--- src/rtl/swd_seq_pkg.sv ---
`timescale 1ns/1ps
package swd_seq_pkg;
    typedef enum logic [1:0] {
        ST_REST = 2'd0,
        ST_LOW  = 2'd1,
        ST_HIGH = 2'd2
    } seq_state_e;
endpackage

--- src/rtl/swd_pat_buf.sv ---
`timescale 1ns/1ps
module swd_pat_buf #(
    parameter int WORD_W    = 32,
    parameter int NUM_WORDS = 8,
    localparam int BIT_W    = $clog2(WORD_W),
    localparam int WSEL_W   = $clog2(NUM_WORDS),
    localparam int IDX_W    = BIT_W + WSEL_W
) (
    input  logic              clk,
    input  logic              rst_n,
    input  logic              we,
    input  logic [WSEL_W-1:0] waddr,
    input  logic [WORD_W-1:0] wdata,
    input  logic [IDX_W-1:0]  ridx,
    output logic              rbit
);
    logic [WORD_W-1:0] word_d [NUM_WORDS];
    logic [WORD_W-1:0] word_q [NUM_WORDS];

    for (genvar w = 0; w < NUM_WORDS; w++) begin : g_word
        always_comb begin
            word_d[w] = word_q[w];
            if (we && (waddr == WSEL_W'(w))) word_d[w] = wdata;
        end
        always_ff @(posedge clk or negedge rst_n) begin
            if (!rst_n) word_q[w] <= '0;
            else        word_q[w] <= word_d[w];
        end
    end

    // Word select from the upper index bits, bit select from the lower ones.
    logic [WORD_W-1:0] sel_word;
    assign sel_word = word_q[ridx[IDX_W-1:BIT_W]];
    assign rbit     = sel_word[ridx[BIT_W-1:0]];
endmodule

--- src/rtl/swd_half_timer.sv ---
`timescale 1ns/1ps
module swd_half_timer #(
    parameter int HALF_CYC = 94,
    localparam int TW      = (HALF_CYC > 1) ? $clog2(HALF_CYC) : 1
) (
    input  logic clk,
    input  logic rst_n,
    input  logic run,
    output logic tick
);
    logic [TW-1:0] cnt_d, cnt_q;

    assign tick = run && (cnt_q == TW'(HALF_CYC - 1));

    always_comb begin
        cnt_d = cnt_q + TW'(1);
        if (!run || tick) cnt_d = '0;
    end

    always_ff @(posedge clk or negedge rst_n) begin
        if (!rst_n) cnt_q <= '0;
        else        cnt_q <= cnt_d;
    end
endmodule

--- src/rtl/swd_seq_engine.sv ---
`timescale 1ns/1ps
module swd_seq_engine
    import swd_seq_pkg::*;
#(
    parameter int CNT_W = 8
) (
    input  logic             clk,
    input  logic             rst_n,
    input  logic             start,
    input  logic             idle_mode,
    input  logic [CNT_W-1:0] seq_len,
    input  logic             tick,
    input  logic             pat_bit,
    output logic [CNT_W-1:0] bit_idx,
    output logic             run,
    output logic             done,
    output logic             swclk,
    output logic             swdio
);
    typedef struct packed {
        seq_state_e       st;
        logic             idle_op;
        logic [CNT_W-1:0] left;
        logic [CNT_W-1:0] idx;
        logic             clk_o;
        logic             dio_o;
        logic             done;
    } eng_t;

    eng_t d, q;

    always_comb begin
        d      = q;
        d.done = 1'b0;
        unique case (q.st)
            ST_REST: begin
                if (start) begin
                    if (seq_len == '0) begin
                        d.done = 1'b1;
                    end else begin
                        d.st      = ST_LOW;
                        d.idle_op = idle_mode;
                        d.left    = seq_len;
                        d.clk_o   = 1'b0;
                        d.dio_o   = idle_mode ? 1'b0 : pat_bit;
                        d.idx     = q.idx + CNT_W'(1);
                    end
                end
            end
            ST_LOW: begin
                if (tick) begin
                    d.st    = ST_HIGH;
                    d.clk_o = 1'b1;
                end
            end
            ST_HIGH: begin
                if (tick) begin
                    if (q.left == CNT_W'(1)) begin
                        d.st    = ST_REST;
                        d.dio_o = 1'b1;
                        d.done  = 1'b1;
                        d.idx   = '0;
                        d.left  = '0;
                    end else begin
                        d.st    = ST_LOW;
                        d.left  = q.left - CNT_W'(1);
                        d.clk_o = 1'b0;
                        d.dio_o = q.idle_op ? 1'b0 : pat_bit;
                        d.idx   = q.idx + CNT_W'(1);
                    end
                end
            end
            default: d.st = ST_REST;
        endcase
    end

    always_ff @(posedge clk or negedge rst_n) begin
        if (!rst_n) begin
            q.st      <= ST_REST;
            q.idle_op <= 1'b0;
            q.left    <= '0;
            q.idx     <= '0;
            q.clk_o   <= 1'b1;
            q.dio_o   <= 1'b1;
            q.done    <= 1'b0;
        end else begin
            q <= d;
        end
    end

    assign bit_idx = q.idx;
    assign run     = (q.st != ST_REST);
    assign done    = q.done;
    assign swclk   = q.clk_o;
    assign swdio   = q.dio_o;
endmodule

--- src/rtl/swd_seq_gen.sv ---
`timescale 1ns/1ps
module swd_seq_gen #(
    parameter int HALF_CYC  = 94,
    parameter int WORD_W    = 32,
    parameter int NUM_WORDS = 8,
    localparam int WSEL_W   = $clog2(NUM_WORDS),
    localparam int CNT_W    = $clog2(WORD_W * NUM_WORDS)
) (
    input  logic              clk,
    input  logic              rst_n,
    input  logic              pat_we,
    input  logic [WSEL_W-1:0] pat_addr,
    input  logic [WORD_W-1:0] pat_wdata,
    input  logic              start,
    input  logic              idle_mode,
    input  logic [CNT_W-1:0]  seq_len,
    output logic              busy,
    output logic              done,
    output logic              swclk,
    output logic              swdio_o,
    output logic              swdio_oe
);
    logic [CNT_W-1:0] bit_idx;
    logic             pat_bit;
    logic             run;
    logic             tick;

    swd_pat_buf #(.WORD_W(WORD_W), .NUM_WORDS(NUM_WORDS)) u_buf (
        .clk(clk), .rst_n(rst_n), .we(pat_we), .waddr(pat_addr),
        .wdata(pat_wdata), .ridx(bit_idx), .rbit(pat_bit)
    );

    swd_half_timer #(.HALF_CYC(HALF_CYC)) u_timer (
        .clk(clk), .rst_n(rst_n), .run(run), .tick(tick)
    );

    swd_seq_engine #(.CNT_W(CNT_W)) u_eng (
        .clk(clk), .rst_n(rst_n), .start(start), .idle_mode(idle_mode),
        .seq_len(seq_len), .tick(tick), .pat_bit(pat_bit), .bit_idx(bit_idx),
        .run(run), .done(done), .swclk(swclk), .swdio(swdio_o)
    );

    assign busy     = run;
    assign swdio_oe = 1'b1;
endmodule

--- config.mk ---
export PLATFORM = sky130hd
export DESIGN_NAME = swd_seq_gen
export DESIGN_NICKNAME = d
export VERILOG_FILES = /design/src/rtl/swd_seq_pkg.sv /design/src/rtl/swd_pat_buf.sv /design/src/rtl/swd_half_timer.sv /design/src/rtl/swd_seq_engine.sv /design/src/rtl/swd_seq_gen.sv
export SDC_FILE = /design/constraint.sdc
export NUM_CORES = 1
export LEC_CHECK = 0
export ABC_AREA = 1
export BUFFER_PORTS_ARGS = -buffer_cell sky130_fd_sc_hd__buf_2
export CORE_MARGIN = 2
export CORE_UTILIZATION = 45
export CTS_BUF_LIST = sky130_fd_sc_hd__clkbuf_4 sky130_fd_sc_hd__clkbuf_8
export CTS_CLUSTER_SIZE = 25
export DETAILED_ROUTE_END_ITERATION = 8
export GPL_TIMING_DRIVEN = 0
export PLACE_DENSITY = 0.65
export SKIP_CTS_REPAIR_TIMING = 1
export SLEW_MARGIN = 40
export SYNTH_ARGS = -nofsm -noshare
export SYNTH_HDL_FRONTEND = slang
export SYNTH_SLANG_ARGS = --single-unit
--- constraint.sdc ---
create_clock -name clk -period 2.08 [get_ports clk]
set_input_delay 0.312 -clock clk [delete_from_list [all_inputs] [get_ports clk]]
set_output_delay 0.312 -clock clk [all_outputs]
set_load 0.05 [all_outputs]
==> impl_summary.txt <==
----------------------------------------------------
[Clock tree]
  Maximum clock path buffer count ... 3
  CTS Root Cell ... sky130_fd_sc_hd__clkbuf_8
  CTS tree ... yes
  Latest clock arrival within the worst-skew pair ... ~0.60 ns
  Number of clock buffers inserted by TritonCTS ... 50
  Number of clock sinks ... about 290
  H-Tree Level Count ... 2
  Worst-path clk slew ... 0.06 ns

[Placed design]
  Dpl cells ... ~2100
  Post-placement setup slack ... -0.6629 ns
  Placed standard-cell area ... ~14000 um2
  Routability congestion estimate ... 0.9302
  IO Port Bufs ... 51
  DP HPWL ... ~30000 um

[Routing]
  DRC Markers ... 0
  First drt pass iteration count ... 7
  Drt initial violations ... 1395
  Number of vias in the routed layout ... 12890
  Post-DRT Antenna Nets ... 0
  Wire length per cell after detailed routing ... 22.10 um
  Mean number of vias per cell ... about 5.8
  Drt total wl ... 48880 um

[Synth]
  YS warnings ... 0
  Number of distinct library cells after synthesis ... 37
  Mean instance size in the synthesized netlist ... roughly 7.9 um2
  Synthesized instance count ... about 1700
  Synth Net Count ... 1724
  Synthesized flop and latch total ... 285
  Cell area after synthesis ... 13270 um2
  Sequential element share of the synthesized area ... 0.5377

[Hold path]
  Endpoint with the worst hold slack ... u_eng.done
  Tightest Hold Check Type ... in2reg
  Worst hold path startpoint ... start
  Hold path cells ... 3

[Setup path]
  Start of the worst register-to-register path ... u_eng.bit_idx[7]
  Crit. End Element ... flop
  Crit path arrival time ... 2.63 ns
  Data required time of the worst path ... about 2.6 ns
  Endpoint of the worst-slack reg-to-reg timing path ... u_eng.swdio
  Highest net fanout along the worst path ... 10
  Worst Reg-to-Reg Cells ... 12
  Startpoint type of the worst setup path ... flop
  Register-to-register setup slack ... -0.04 ns
  Startpoint-to-endpoint class of the critical path ... reg2reg

[Floorplan]
  Number of placement rows ... 62
  Starting density of the core ... 0.4598
  Die area ... 30880 um2
  Die span in y ... 175.7 um
  Area of the core ... 28860 um2
  Boundary Pins ... 53
  Die extent in x ... between 150 and 200 um

[Global routing]
  Number of antenna violations at the first check in global routing ... 0
  Combined global-route utilization of all metal layers ... 0.3108
  First-pass GRT wire length ... 72110 um
  Global route overflow ... 0
  Vias in the first global route ... 12060
  Maximum number of pins on one net before global-route repair ... between 70 and 80

[STA]
  Final number of max-transition violations ... 0
  Number of hold violations in the final report ... 0
  Max Fclk ... 472.5 MHz
  Final setup violation count ... 1
  Setup repair after global routing missed its margin ... true
  Final critical path time including I/O delays and setup ... 2.116 ns
  Worst setup slack after layout ... -0.03637 ns
  Transition time at the pin with the least slew margin ... 0.7990 ns
  Final hold slack ... 0.03894 ns
  Share of the clock period used by the worst path after layout ... 1.017
  Final setup skew ... between 0.02 and 0.025 ns
  Max-slew headroom at the worst pin ... 0.4673

[Final layout]
  Most used cells in the layout excluding fill and tap cells ... 542 x sky130_fd_sc_hd__nand2_1, 282 x sky130_fd_sc_hd__dfrtp_1, 240 x sky130_fd_sc_hd__o21ai_0, 196 x sky130_fd_sc_hd__nand3_1, 77 x sky130_fd_sc_hd__inv_1
  ANT cells ... 0
  Post-layout nets ... 1849
  Final standard cell count with taps included and fillers excluded ... approximately 2200
  Number of fill cells in the layout ... 2754
  Most common cell after layout, fill and taps aside ... sky130_fd_sc_hd__nand2_1
  Ratio of cells with drive above 1 in the final layout ... 0.1472
  Final cell area excluding filler cells ... 16020 um2
  Relative area change from synthesis to final layout ... 20.72%

[Power]
  PwrDens ... 888.9 nW/um2
  Peak VDD IR ... between 0.6 and 0.7 mV
  Total power ... 14.24 mW
  Leakage power ... 7.632 nW

[Job]
  Reported max-cap violation count ... 0

[Outcome]
  Failing checks ... setup timing
  Run status ... finished with violations

----------------------------------------------------
[cells in the mapped netlist]
cell type	n	area [um2]
sky130_fd_sc_hd__nand2_1	555	2083
sky130_fd_sc_hd__dfrtp_1	283	7082
sky130_fd_sc_hd__o21ai_0	242	1211
sky130_fd_sc_hd__nand3_1	224	1121
sky130_fd_sc_hd__nor2_1	79	296.5
sky130_fd_sc_hd__inv_1	77	289.0
sky130_fd_sc_hd__clkbuf_1	55	206.5
sky130_fd_sc_hd__a21oi_1	52	260.3
sky130_fd_sc_hd__buf_2	33	165.2
sky130_fd_sc_hd__buf_4	9	67.56
sky130_fd_sc_hd__nor3_1	7	35.03
sky130_fd_sc_hd__ha_1	5	62.56
sky130_fd_sc_hd__nor4_1	5	31.28
sky130_fd_sc_hd__xor2_1	5	43.79
sky130_fd_sc_hd__buf_1	4	15.01
sky130_fd_sc_hd__nand4_1	4	25.02
sky130_fd_sc_hd__nor3_2	3	30.03
sky130_fd_sc_hd__nor3b_1	3	22.52
sky130_fd_sc_hd__o22ai_1	3	18.77
sky130_fd_sc_hd__a22oi_1	2	15.01
sky130_fd_sc_hd__buf_6	2	22.52
sky130_fd_sc_hd__dfstp_2	2	52.55
sky130_fd_sc_hd__o211ai_1	2	15.01
sky130_fd_sc_hd__o21ai_1	2	10.01
sky130_fd_sc_hd__a2bb2oi_1	1	8.760
sky130_fd_sc_hd__a31oi_1	1	6.260
sky130_fd_sc_hd__clkinv_1	1	3.750
sky130_fd_sc_hd__conb_1	1	3.750
sky130_fd_sc_hd__inv_2	1	3.750
sky130_fd_sc_hd__inv_4	1	6.260
sky130_fd_sc_hd__nand3_2	1	10.01
sky130_fd_sc_hd__nor2_2	1	6.260
sky130_fd_sc_hd__o2111ai_1	1	8.760
sky130_fd_sc_hd__o21a_1	1	7.510
sky130_fd_sc_hd__o31ai_1	1	7.510
sky130_fd_sc_hd__or2_2	1	6.260
sky130_fd_sc_hd__xnor2_1	1	8.760
[per-layer routing]
metal	track usage	routed length, um	vias up
met1	0.4279	19480	6149
met2	0.4654	21130	823
li1	-	-	5733
met5	0	0	-
met4	0.1587	2933	0
met3	0.06602	5328	184
[kinds of logic after synthesis]
kind of cell | synth area share
and+or+nand+nor | 0.2764
AOI/OAI and AO/OA | 0.1182
DFF | 0.5377
buffers and inverters | 0.05875
xor gates and xnor gates | 0.003960
adders and majority gates | 0.004715
other | 0.0002826
[area by class of cell]
type / count / area [um2] / area share
Clock buffer: 78 / 979.7 / 0.06116
Sequential cell: 285 / 7136 / 0.4455
Multi-Input combinational cell: 1203 / 5569 / 0.3477
Timing Repair inverter: 1 / 11.26 / 0.0007030
Inverter: 80 / 316.6 / 0.01976
Timing Repair Buffer: 72 / 631.9 / 0.03945
Buffer: 103 / 835.8 / 0.05218
Tap cell: 384 / 480.5 / 0.03000
Clock inverter: 6 / 57.56 / 0.003593
[report_power, final]
part / leakage [nW] / switching (mW) / internal, mW
registers: 3.49 / 0.517 / 6.50
clock network: 0.552 / 2.35 / 3.09
logic: 3.59 / 1.09 / 0.704
total: 7.63 / 3.95 / 10.3
[metrics by stage]
| step | setup TNS, ns | utilization |
|---|---|---|
| 6_report | -0.03637 | 0.5551 |
| 5_1_grt | -0.1311 | 0.5551 |
| 4_1_cts | -1.059 | 0.5247 |
| 3_5_place_dp | -0.9869 | 0.4888 |
| 3_3_place_gp | -1344.88 | 0.4853 |
| 2_1_floorplan | 0 | - |
[flip-flops by register name, indices dropped and copies added, names as in the netlist]
signal / flops
u_timer.cnt_q: 7
u_eng.q: 11
u_eng.swdio: 1
u_eng.done: 1
u_buf.word_q: 256
u_eng.swclk: 1
u_eng.bit_idx: 8
[worst max-delay path by stage]
stage | from | endpoint | slack, ns | cells after the start
2_1_floorplan | u_eng.q[20] | u_eng.bit_idx[6] | 0.26 | 11
3_3_place_gp | rst_n | u_buf.word_q[188] | -4.75 | 1
3_5_place_dp | u_eng.bit_idx[0] | u_eng.swdio | -0.66 | 12
4_1_cts | u_eng.bit_idx[0] | u_eng.swdio | -0.68 | 12
5_1_grt | u_eng.bit_idx[5] | u_eng.swdio | -0.09 | 16
6_report | u_eng.bit_idx[7] | u_eng.swdio | -0.04 | 12
[worst max-delay path, stage by stage (launching register included)]
cell and delay [ns]:
sky130_fd_sc_hd__dfrtp_1 0.34, sky130_fd_sc_hd__clkbuf_4 0.30, sky130_fd_sc_hd__clkbuf_4 0.34, sky130_fd_sc_hd__nand3_1 0.17
sky130_fd_sc_hd__nand3_2 0.12, sky130_fd_sc_hd__nand2_1 0.13, sky130_fd_sc_hd__nand2_1 0.12, sky130_fd_sc_hd__nand3_2 0.09
sky130_fd_sc_hd__nand2_2 0.10, sky130_fd_sc_hd__nand3_2 0.08, sky130_fd_sc_hd__nand2_2 0.09, sky130_fd_sc_hd__nand2_2 0.05
sky130_fd_sc_hd__a21oi_2 0.12
(Power assumes the default switching activity.)
